File: src/rtl/seg_sweep_pkg.sv
// Package: shared constants and mode encoding for the sweep tester.
// Assumes: a standard seven-segment digit without a decimal point.
package seg_sweep_pkg;
    localparam int SEG_COUNT = 7;
    localparam int SEG_IW    = $clog2(SEG_COUNT);

    typedef enum logic [1:0] {
        MODE_IDLE  = 2'd0,
        MODE_SWEEP = 2'd1,
        MODE_DONE  = 2'd2
    } mode_t;
endpackage

File: src/rtl/sweep_prescaler.sv
// Module: sweep_prescaler
// Emits a one-cycle tick every DIV cycles while run is high. The count
// restarts from zero whenever run is low, so the first tick after run rises
// arrives exactly DIV cycles later.
// Assumes: DIV >= 2.
module sweep_prescaler #(
    parameter int DIV = 4
) (
    input  logic clk,
    input  logic rst_n,
    input  logic run,
    output logic tick
);
    localparam int CW = (DIV > 1) ? $clog2(DIV) : 1;
    localparam logic [CW-1:0] LAST = CW'(DIV - 1);

    logic [CW-1:0] cnt_q;

    // Count cycles in the current step; clear when idle or at the step end.
    always_ff @(posedge clk) begin
        if (!rst_n || !run) begin
            cnt_q <= '0;
        end else if (cnt_q == LAST) begin
            cnt_q <= '0;
        end else begin
            cnt_q <= cnt_q + 1'b1;
        end
    end

    // Tick marks the final cycle of a step.
    always_comb begin
        tick = run && (cnt_q == LAST);
    end
endmodule

File: src/rtl/sweep_button_sync.sv
// Module: sweep_button_sync
// Synchronizes NUM_BTN asynchronous active-high buttons with two flops each
// and flags a rising edge on any of them with a one-cycle press pulse.
// Assumes: presses are longer than a few clock cycles; no debouncing here.
module sweep_button_sync #(
    parameter int NUM_BTN = 2
) (
    input  logic               clk,
    input  logic               rst_n,
    input  logic [NUM_BTN-1:0] btn_i,
    output logic               press_o
);
    logic [NUM_BTN-1:0] rise;

    for (genvar i = 0; i < NUM_BTN; i++) begin : g_btn
        logic meta_q, sync_q, prev_q;

        // Two-flop synchronizer plus a delayed copy for edge detection.
        always_ff @(posedge clk) begin
            if (!rst_n) begin
                meta_q <= 1'b0;
                sync_q <= 1'b0;
                prev_q <= 1'b0;
            end else begin
                meta_q <= btn_i[i];
                sync_q <= meta_q;
                prev_q <= sync_q;
            end
        end

        // Rising edge of the synchronized level.
        always_comb begin
            rise[i] = sync_q && !prev_q;
        end
    end

    // Any button edge counts as a press.
    always_comb begin
        press_o = |rise;
    end
endmodule

File: src/rtl/sweep_position.sv
// Module: sweep_position
// Holds the sweep position: the digit index is the inner loop and the
// segment index is the outer loop. Also holds the heartbeat state, which
// toggles every HB_STEPS ticks. Everything returns to the start while run
// is low, with the heartbeat on.
// Assumes: tick is only high while run is high.
module sweep_position #(
    parameter int NUM_DIGITS = 4,
    parameter int HB_STEPS   = 4,
    parameter int DW         = (NUM_DIGITS > 1) ? $clog2(NUM_DIGITS) : 1
) (
    input  logic                               clk,
    input  logic                               rst_n,
    input  logic                               run,
    input  logic                               tick,
    output logic [DW-1:0]                      dig_idx,
    output logic [seg_sweep_pkg::SEG_IW-1:0]   seg_idx,
    output logic                               hb
);
    import seg_sweep_pkg::*;

    localparam int HW = (HB_STEPS > 1) ? $clog2(HB_STEPS) : 1;
    localparam logic [DW-1:0]     DIG_LAST = DW'(NUM_DIGITS - 1);
    localparam logic [SEG_IW-1:0] SEG_LAST = SEG_IW'(SEG_COUNT - 1);
    localparam logic [HW-1:0]     HB_LAST  = HW'(HB_STEPS - 1);

    logic [DW-1:0]     dig_q;
    logic [SEG_IW-1:0] seg_q;
    logic [HW-1:0]     hb_cnt_q;
    logic              hb_q;

    // Advance the digit on each tick; step the segment when the digit wraps.
    always_ff @(posedge clk) begin
        if (!rst_n || !run) begin
            dig_q <= '0;
            seg_q <= '0;
        end else if (tick) begin
            if (dig_q == DIG_LAST) begin
                dig_q <= '0;
                seg_q <= (seg_q == SEG_LAST) ? '0 : seg_q + 1'b1;
            end else begin
                dig_q <= dig_q + 1'b1;
            end
        end
    end

    // Count steps and flip the heartbeat every HB_STEPS of them.
    always_ff @(posedge clk) begin
        if (!rst_n || !run) begin
            hb_cnt_q <= '0;
            hb_q     <= 1'b1;
        end else if (tick) begin
            if (hb_cnt_q == HB_LAST) begin
                hb_cnt_q <= '0;
                hb_q     <= !hb_q;
            end else begin
                hb_cnt_q <= hb_cnt_q + 1'b1;
            end
        end
    end

    // Expose the registered state.
    always_comb begin
        dig_idx = dig_q;
        seg_idx = seg_q;
        hb      = hb_q;
    end
endmodule

File: src/rtl/sweep_onehot.sv
// Module: sweep_onehot
// Gated binary-to-one-hot decoder: output bit i is high when en is high
// and idx equals i.
// Assumes: idx is below WIDTH when en is high.
module sweep_onehot #(
    parameter int WIDTH = 4,
    parameter int IW    = (WIDTH > 1) ? $clog2(WIDTH) : 1
) (
    input  logic [IW-1:0]    idx,
    input  logic             en,
    output logic [WIDTH-1:0] out
);
    for (genvar i = 0; i < WIDTH; i++) begin : g_bit
        // One comparator per output line.
        always_comb begin
            out[i] = en && (idx == IW'(i));
        end
    end
endmodule

File: src/rtl/seg_sweep_tester.sv
// Module: seg_sweep_tester (top)
// Mode control for the single-segment sweep. The mode goes from idle to
// sweep when enabled, and from sweep to done on a button edge. Done is
// left only by reset. Outputs are dark outside the sweep mode.
// Assumes: CLK_HZ is a multiple of STEP_HZ, STEP_HZ is even, and
// CLK_HZ/STEP_HZ >= 2.
module seg_sweep_tester #(
    parameter int CLK_HZ     = 50_000_000,
    parameter int STEP_HZ    = 8,
    parameter int NUM_DIGITS = 4
) (
    input  logic                  clk,
    input  logic                  rst_n,
    input  logic                  en_i,
    input  logic                  btn_a_i,
    input  logic                  btn_b_i,
    output logic [6:0]            seg_o,
    output logic [NUM_DIGITS-1:0] dig_o,
    output logic                  hb_o,
    output logic                  exit_o
);
    import seg_sweep_pkg::*;

    localparam int DIV      = CLK_HZ / STEP_HZ;
    localparam int HB_STEPS = (STEP_HZ >= 2) ? STEP_HZ / 2 : 1;
    localparam int DW       = (NUM_DIGITS > 1) ? $clog2(NUM_DIGITS) : 1;

    mode_t             mode_q, mode_d;
    logic              run, tick, press, exit_q, hb;
    logic [DW-1:0]     dig_idx;
    logic [SEG_IW-1:0] seg_idx;

    sweep_button_sync #(.NUM_BTN(2)) u_btn (
        .clk    (clk),
        .rst_n  (rst_n),
        .btn_i  ({btn_b_i, btn_a_i}),
        .press_o(press)
    );

    sweep_prescaler #(.DIV(DIV)) u_pre (
        .clk  (clk),
        .rst_n(rst_n),
        .run  (run),
        .tick (tick)
    );

    sweep_position #(.NUM_DIGITS(NUM_DIGITS), .HB_STEPS(HB_STEPS), .DW(DW)) u_pos (
        .clk    (clk),
        .rst_n  (rst_n),
        .run    (run),
        .tick   (tick),
        .dig_idx(dig_idx),
        .seg_idx(seg_idx),
        .hb     (hb)
    );

    sweep_onehot #(.WIDTH(SEG_COUNT), .IW(SEG_IW)) u_seg_dec (
        .idx(seg_idx),
        .en (run),
        .out(seg_o)
    );

    sweep_onehot #(.WIDTH(NUM_DIGITS), .IW(DW)) u_dig_dec (
        .idx(dig_idx),
        .en (run),
        .out(dig_o)
    );

    // Next mode: a button edge wins over the enable input while sweeping.
    always_comb begin
        mode_d = mode_q;
        case (mode_q)
            MODE_IDLE:  if (en_i) mode_d = MODE_SWEEP;
            MODE_SWEEP: begin
                if (press)      mode_d = MODE_DONE;
                else if (!en_i) mode_d = MODE_IDLE;
            end
            MODE_DONE:  mode_d = MODE_DONE;
            default:    mode_d = MODE_IDLE;
        endcase
    end

    // Mode register and the registered exit pulse.
    always_ff @(posedge clk) begin
        if (!rst_n) begin
            mode_q <= MODE_IDLE;
            exit_q <= 1'b0;
        end else begin
            mode_q <= mode_d;
            exit_q <= (mode_q == MODE_SWEEP) && press;
        end
    end

    // Output gating: the sweep runs only in the sweep mode.
    always_comb begin
        run    = (mode_q == MODE_SWEEP);
        hb_o   = run && hb;
        exit_o = exit_q;
    end
endmodule

File: config.mk
export PLATFORM = sky130hd
export DESIGN_NAME = seg_sweep_tester
export DESIGN_NICKNAME = d
export VERILOG_FILES = /design/src/rtl/seg_sweep_pkg.sv /design/src/rtl/sweep_prescaler.sv /design/src/rtl/sweep_button_sync.sv /design/src/rtl/sweep_position.sv /design/src/rtl/sweep_onehot.sv /design/src/rtl/seg_sweep_tester.sv
export SDC_FILE = /design/constraint.sdc
export NUM_CORES = 1
export LEC_CHECK = 0
export BUFFER_PORTS_ARGS = -buffer_cell sky130_fd_sc_hd__clkbuf_2
export CAP_MARGIN = 20
export CORE_MARGIN = 2
export CORE_UTILIZATION = 55
export DETAILED_ROUTE_END_ITERATION = 7
export GPL_TIMING_DRIVEN = 0
export PLACE_DENSITY = 0.74
export SYNTH_ARGS = -nofsm -noshare
export SYNTH_HDL_FRONTEND = slang
export SYNTH_HIERARCHICAL = 1
export SYNTH_SLANG_ARGS = --single-unit
File: constraint.sdc
create_clock -name clk -period 3.55 [get_ports clk]
set_input_delay 0.5325 -clock clk [delete_from_list [all_inputs] [get_ports clk]]
set_output_delay 0.5325 -clock clk [all_outputs]
set_load 0.05 [all_outputs]
# == Word-level counts from Yosys, hierarchy flattened ==
# Cells that the tools add are included.
# classes
order_cmp,0
multipliers,0
bitwise,0
muxes,7
eq_ne,15
n_reduce_logical,30
addsub,4
n_div,0
shift,0
# ops
op,n
23-bit by 1-bit adder with 23-bit output (second input constant),1
23-bit == test (second input constant),1
1-bit logical AND,16
2-bit 2-to-1 mux,5
3-bit == test (second input constant),3
2-bit == test (second input constant),4
3-bit by 2-bit == test with 1-bit output (second input constant),2
2-bit case mux with 3 select lines,1
2-bit AND reduction,3
1-bit logical NOT,5
2-bit by 1-bit adder with 2-bit output (second input constant),2
2-bit by 1-bit == test with 1-bit output (second input constant),2
2-bit logical NOT,2
2-bit OR reduction,2
3-bit by 1-bit adder with 3-bit output (second input constant),1
3-bit by 1-bit == test with 1-bit output (second input constant),1
3-bit logical NOT,1
3-bit 2-to-1 mux,1
3-bit inequality test (second input constant),1
2-bit inequality test (second input constant),1
1-bit logical OR,1
# totals
latchBits,0
wordCells,69
ramBits,0
rom_bits,0
in_bits,5
register_bits,40
output_inout_bits,13
memories,0

# == Longest topological paths before layout ==
# logic_depth
ltp_word,5
mapped_depth,8

# == Modules after synthesis ==
# The synthesis kept the hierarchy.
# by_module_without_submodules
module,area_per_inst_um2,seq_area_each_um2,cells_each,instances
sweep_prescaler,1107.3,460.4,126,1
sweep_position,369.1,160.2,37,1
sweep_button_sync,177.7,120.1,15,1
seg_sweep_tester,116.4,60.1,10,1
sweep_onehot at u_seg_dec,86.3,0.0,7,1
sweep_onehot at u_dig_dec,37.5,0.0,4,1

# == Least setup slack after synthesis ==
# OpenSTA, ideal clock, no wires.
# synth_timing
path_type,register to output
from,reg mode_q[0]
to,out seg_o[0]
arrival_time_ns,1.588
stages_incl_launch_ff,3
required_time_ns,3.017
setup_slack_ns,1.429
cell_sequence,dfxtp_1 > nor2b_4 > nor4b_2
# synth_between
elab_chain_len,2
# synth_lines
element,line_no,text
start: declaration,seg_sweep_tester.sv:28,"mode_t mode_q, mode_d;"
start signal: assignment,seg_sweep_tester.sv:89,mode_q <= mode_d;
2-bit by 1-bit == test with 1-bit output,seg_sweep_tester.sv:96,run = (mode_q == MODE_SWEEP);
net run,seg_sweep_tester.sv:29,"logic run, tick, press, exit_q, hb;"
1-bit logical AND,sweep_onehot.sv:16,out[i] = en && (idx == IW'(i));
end: declaration,seg_sweep_tester.sv:17,"output logic [6:0] seg_o,"
# The timed path passes the listed nets, and every way through them passes these cells.

# == Worst setup path after layout ==
# Same ends and word-level chain as after synthesis.

==> metrics.md <==
| Metric | Value |
|---|---|
| Seq/Total Area, Yosys | `0.423` |
| Status | `finished clean` |
| Post-route setup TNS | `0 ns` |
| Total of max-cap violations | `0` |
| Syn Inst Count | `a little under 200` |
| Initial Utilization | `0.572` |
| Clock Skew | `0.0101 ns` |
| CP endpoint kind | `primary output` |
| Clk root buf | `clkbuf_4` |
| Die W | `between 60 and 70 µm` |
| Number of routed nets with antenna violations | `0` |
| Max IR drop VDD | `approximately 0.2 mV` |
| Syn nets | `207` |
| Syn Area/Cell | `between 9 and 10 µm²` |
| Warnings from Yosys | `6` |
| Die area | `3930 µm²` |
| Syn Std Cell Area | `1890 µm²` |
| DIE HEIGHT | `62.7 µm` |
| Core area | `3310 µm²` |
| Initial antenna violation count | `0` |
| Post-Synth XOR/XNOR Area | `0.0647` |
| Async set-reset flop share out of synthesis | `0` |
| Grt ovf | `0` |
| Seq cells post-synth | `40` |
| R2r setup slk | `roughly 1.6 ns` |
| Max FO, Critical Path | `20` |
| Critical path arrival | `1.75 ns` |
| Final setup fails | `0` |
| DP Area | `just over 2000 µm²` |
| H-tree depth | `2` |
| GRT Total Usage | `0.195` |
| Io pins | `18` |
| # hold bufs at CTS | `0` |
| Cell chain of the critical path | `nor2b_4 -> nor4b_2 -> clkbuf_2` |
| Cell Pwr Density | `approximately 370 nW/µm²` |
| Post-synth cell types | `45` |
| Antenna fix cells | `0` |
| TritonCTS buffer count | `5` |
| # rows | `21` |
| Fin nets | `231` |
| Largest family of logic cells by synthesized area | `simple AND/OR/NAND/NOR gates` |
| Final WS setup | `1.26 ns` |
| Critical path class | `flop to primary output` |
| Gpl congestion | `around 0.85` |
| Vias per Instance | `5.51` |
| Worst path bufs/invs | `1` |
| Hold Crit Class | `input port to flop` |
| Slew headroom | `0.728` |
| Finished Layout Cells | `270` |
| Via count | `1,488` |
| Adder-Cell Fraction of Synth Area | `0.0198` |
| 1st-iter DRT viols | `69` |
| Detailed Routing Iterations Pass 1 | `5` |
| Pin count of the biggest net entering global routing | `21` |
| WL/cell | `~13 µm` |
| Max-slew violations | `0` |
| Fin area | `about 2100 µm²` |
| EDFF count, synth | `0` |
| Commonest non-fill, non-tap cell in the layout | `dfxtp_1` |
| Simple-Gate Fraction of Synth Area | `0.348` |
| Crit-path leading delay family | `simple AND/OR/NAND/NOR gates` |
| Fmax | `437 MHz` |
| Final worst path period need | `2.29 ns` |
| Place WS | `1.59 ns` |
| Multiplexer share of the synthesized area | `0.0106` |
| Fin. Hold Viols | `0` |
| Primary FF master, synth | `dfxtp_1` |
| Reg clk slew, reported paths | `0.12 ns` |
| Share of cells above drive strength 1 | `0.228` |
| Longest Clk Path Bufs | `2` |
| Setup Buffers After CTS | `0` |
| Placed cells | `262` |
| Leak Pwr | `0.765 nW` |
| PortBufs | `17` |
| Drt drc | `0` |
| Worst path required time | `3.02 ns` |
| WL final | `approximately 3500 µm` |
| RSZ-0062 raised after global routing | `no` |
| Slew at the pin with the worst max-slew slack | `0.407 ns` |
| Most frequent cells in the layout | `dfxtp_1, nor2_1, clkbuf_2` |
| Startpoint Class | `flop` |
| Worst-skew pair later-pin latency | `0.35 ns` |
| Peak per-stage delay on the critical path | `0.41 ns` |
| TritonCTS clock tree | `yes` |
| Post-route clock period utilization | `0.644` |
| Final hold slack | `0.363 ns` |
| CTS resizes | `0` |
| First-pass GRT wire length | `a little over 6000 µm` |
| Dpl hpwl | `around 2500 µm` |
| Area Growth Syn to Fin | `11.8%` |
| Slowest CP cell | `nor2b_4` |
| Vias in the first global route | `between 1,000 and 1,500` |
| Compound-gate portion of the synthesized area | `0.0978` |
| Sink Count | `40` |
cell type report:
cell class | count | area [µm²]
Fill cell | 289 | 1190
Multi-Input combinational cell | 147 | 1020
Sequential cell | 40 | 801
Timing Repair Buffer | 17 | 85.1
Tap cell | 46 | 57.6
Clock inverter | 3 | 42.5
Buffer | 4 | 38.8
Clock buffer | 5 | 37.5
Inverter | 8 | 30.0
metrics by stage:
stage / util / total power [mW]
floorplan: - / 0.492
global placement: 0.615 / 0.501
detailed placement: 0.615 / 0.503
CTS: 0.639 / 0.793
global route: 0.639 / 0.823
finish: 0.639 / 0.790
final timing paths:
check / from / endpoint / cells after the start
max: mode_q[0] / seg_o[0] / 3
min reg2reg: u_btn/g_btn[1].meta_q / u_btn/g_btn[1].sync_q / 1
max reg2reg: u_pre/cnt_q[14] / u_pos/seg_idx[2] / 8
min: btn_a_i / u_btn/g_btn[0].meta_q / 2
cell families after synthesis:
logic type	count (synthesis)
DFF	40
AOI/OAI and AO/OA	27
muxes	2
and+or+nand+nor	101
adders and majority gates	3
buffers and inverters	12
xor gates and xnor gates	14
state kept, by name, summed over array words and instances (netlist names):
signal              count
u_pos/hb                1
mode_q                  2
u_pre/cnt_q            23
u_btn/g_btn.sync_q      2
u_pos/seg_idx           3
u_btn/g_btn.meta_q      2
u_btn/g_btn.prev_q      2
u_pos/dig_idx           2
u_pos/hb_cnt_q          2
exit_o                  1
worst register-to-register path: cells and delay by family, from the launching register on:
family / cells / cell delay, ns
simple gates: 6 / 1.22
compound gates: 1 / 0.13
flops: 1 / 0.45
buf+inv: 1 / 0.14
cells in the mapped netlist (2+ instances only):
cell type / count / share of area
nor3b_1: 2 / 0.0079
a21oi_1: 11 / 0.029
mux2i_1: 2 / 0.011
ha_1: 3 / 0.020
and3_2: 2 / 0.0079
and4bb_2: 3 / 0.020
and2_1: 9 / 0.030
and3_1: 3 / 0.0099
nor4_1: 5 / 0.017
or3_1: 8 / 0.026
and4b_2: 3 / 0.018
buf_6: 3 / 0.018
dfxtp_1: 40 / 0.42
nand2_1: 9 / 0.018
xor2_1: 7 / 0.032
nor2_1: 21 / 0.042
and3b_1: 3 / 0.014
and4_1: 3 / 0.014
nor4b_2: 2 / 0.016
inv_1: 8 / 0.016
nand3_1: 10 / 0.026
nand4_1: 5 / 0.017
nand2_2: 2 / 0.0066
o21ai_0: 8 / 0.021
xnor2_1: 7 / 0.032
layer usage:
layer | up-vias | GRT usage | wire, µm | part of all wire
li1 | 766 | - | - | -
met1 | 684 | 0.222 | 1530 | 0.44
met2 | 32 | 0.340 | 1760 | 0.50
met3 | 6 | 0.0523 | 144 | 0.041
met4 | 0 | 0.0917 | 57 | 0.016
met5 | - | 0 | 0 | 0
where the power goes:
part	internal, mW	switching, mW
combinational	0.0123	0.0240
clock	0.147	0.151
sequential	0.453	0.00259
(Power assumes the default switching activity.)
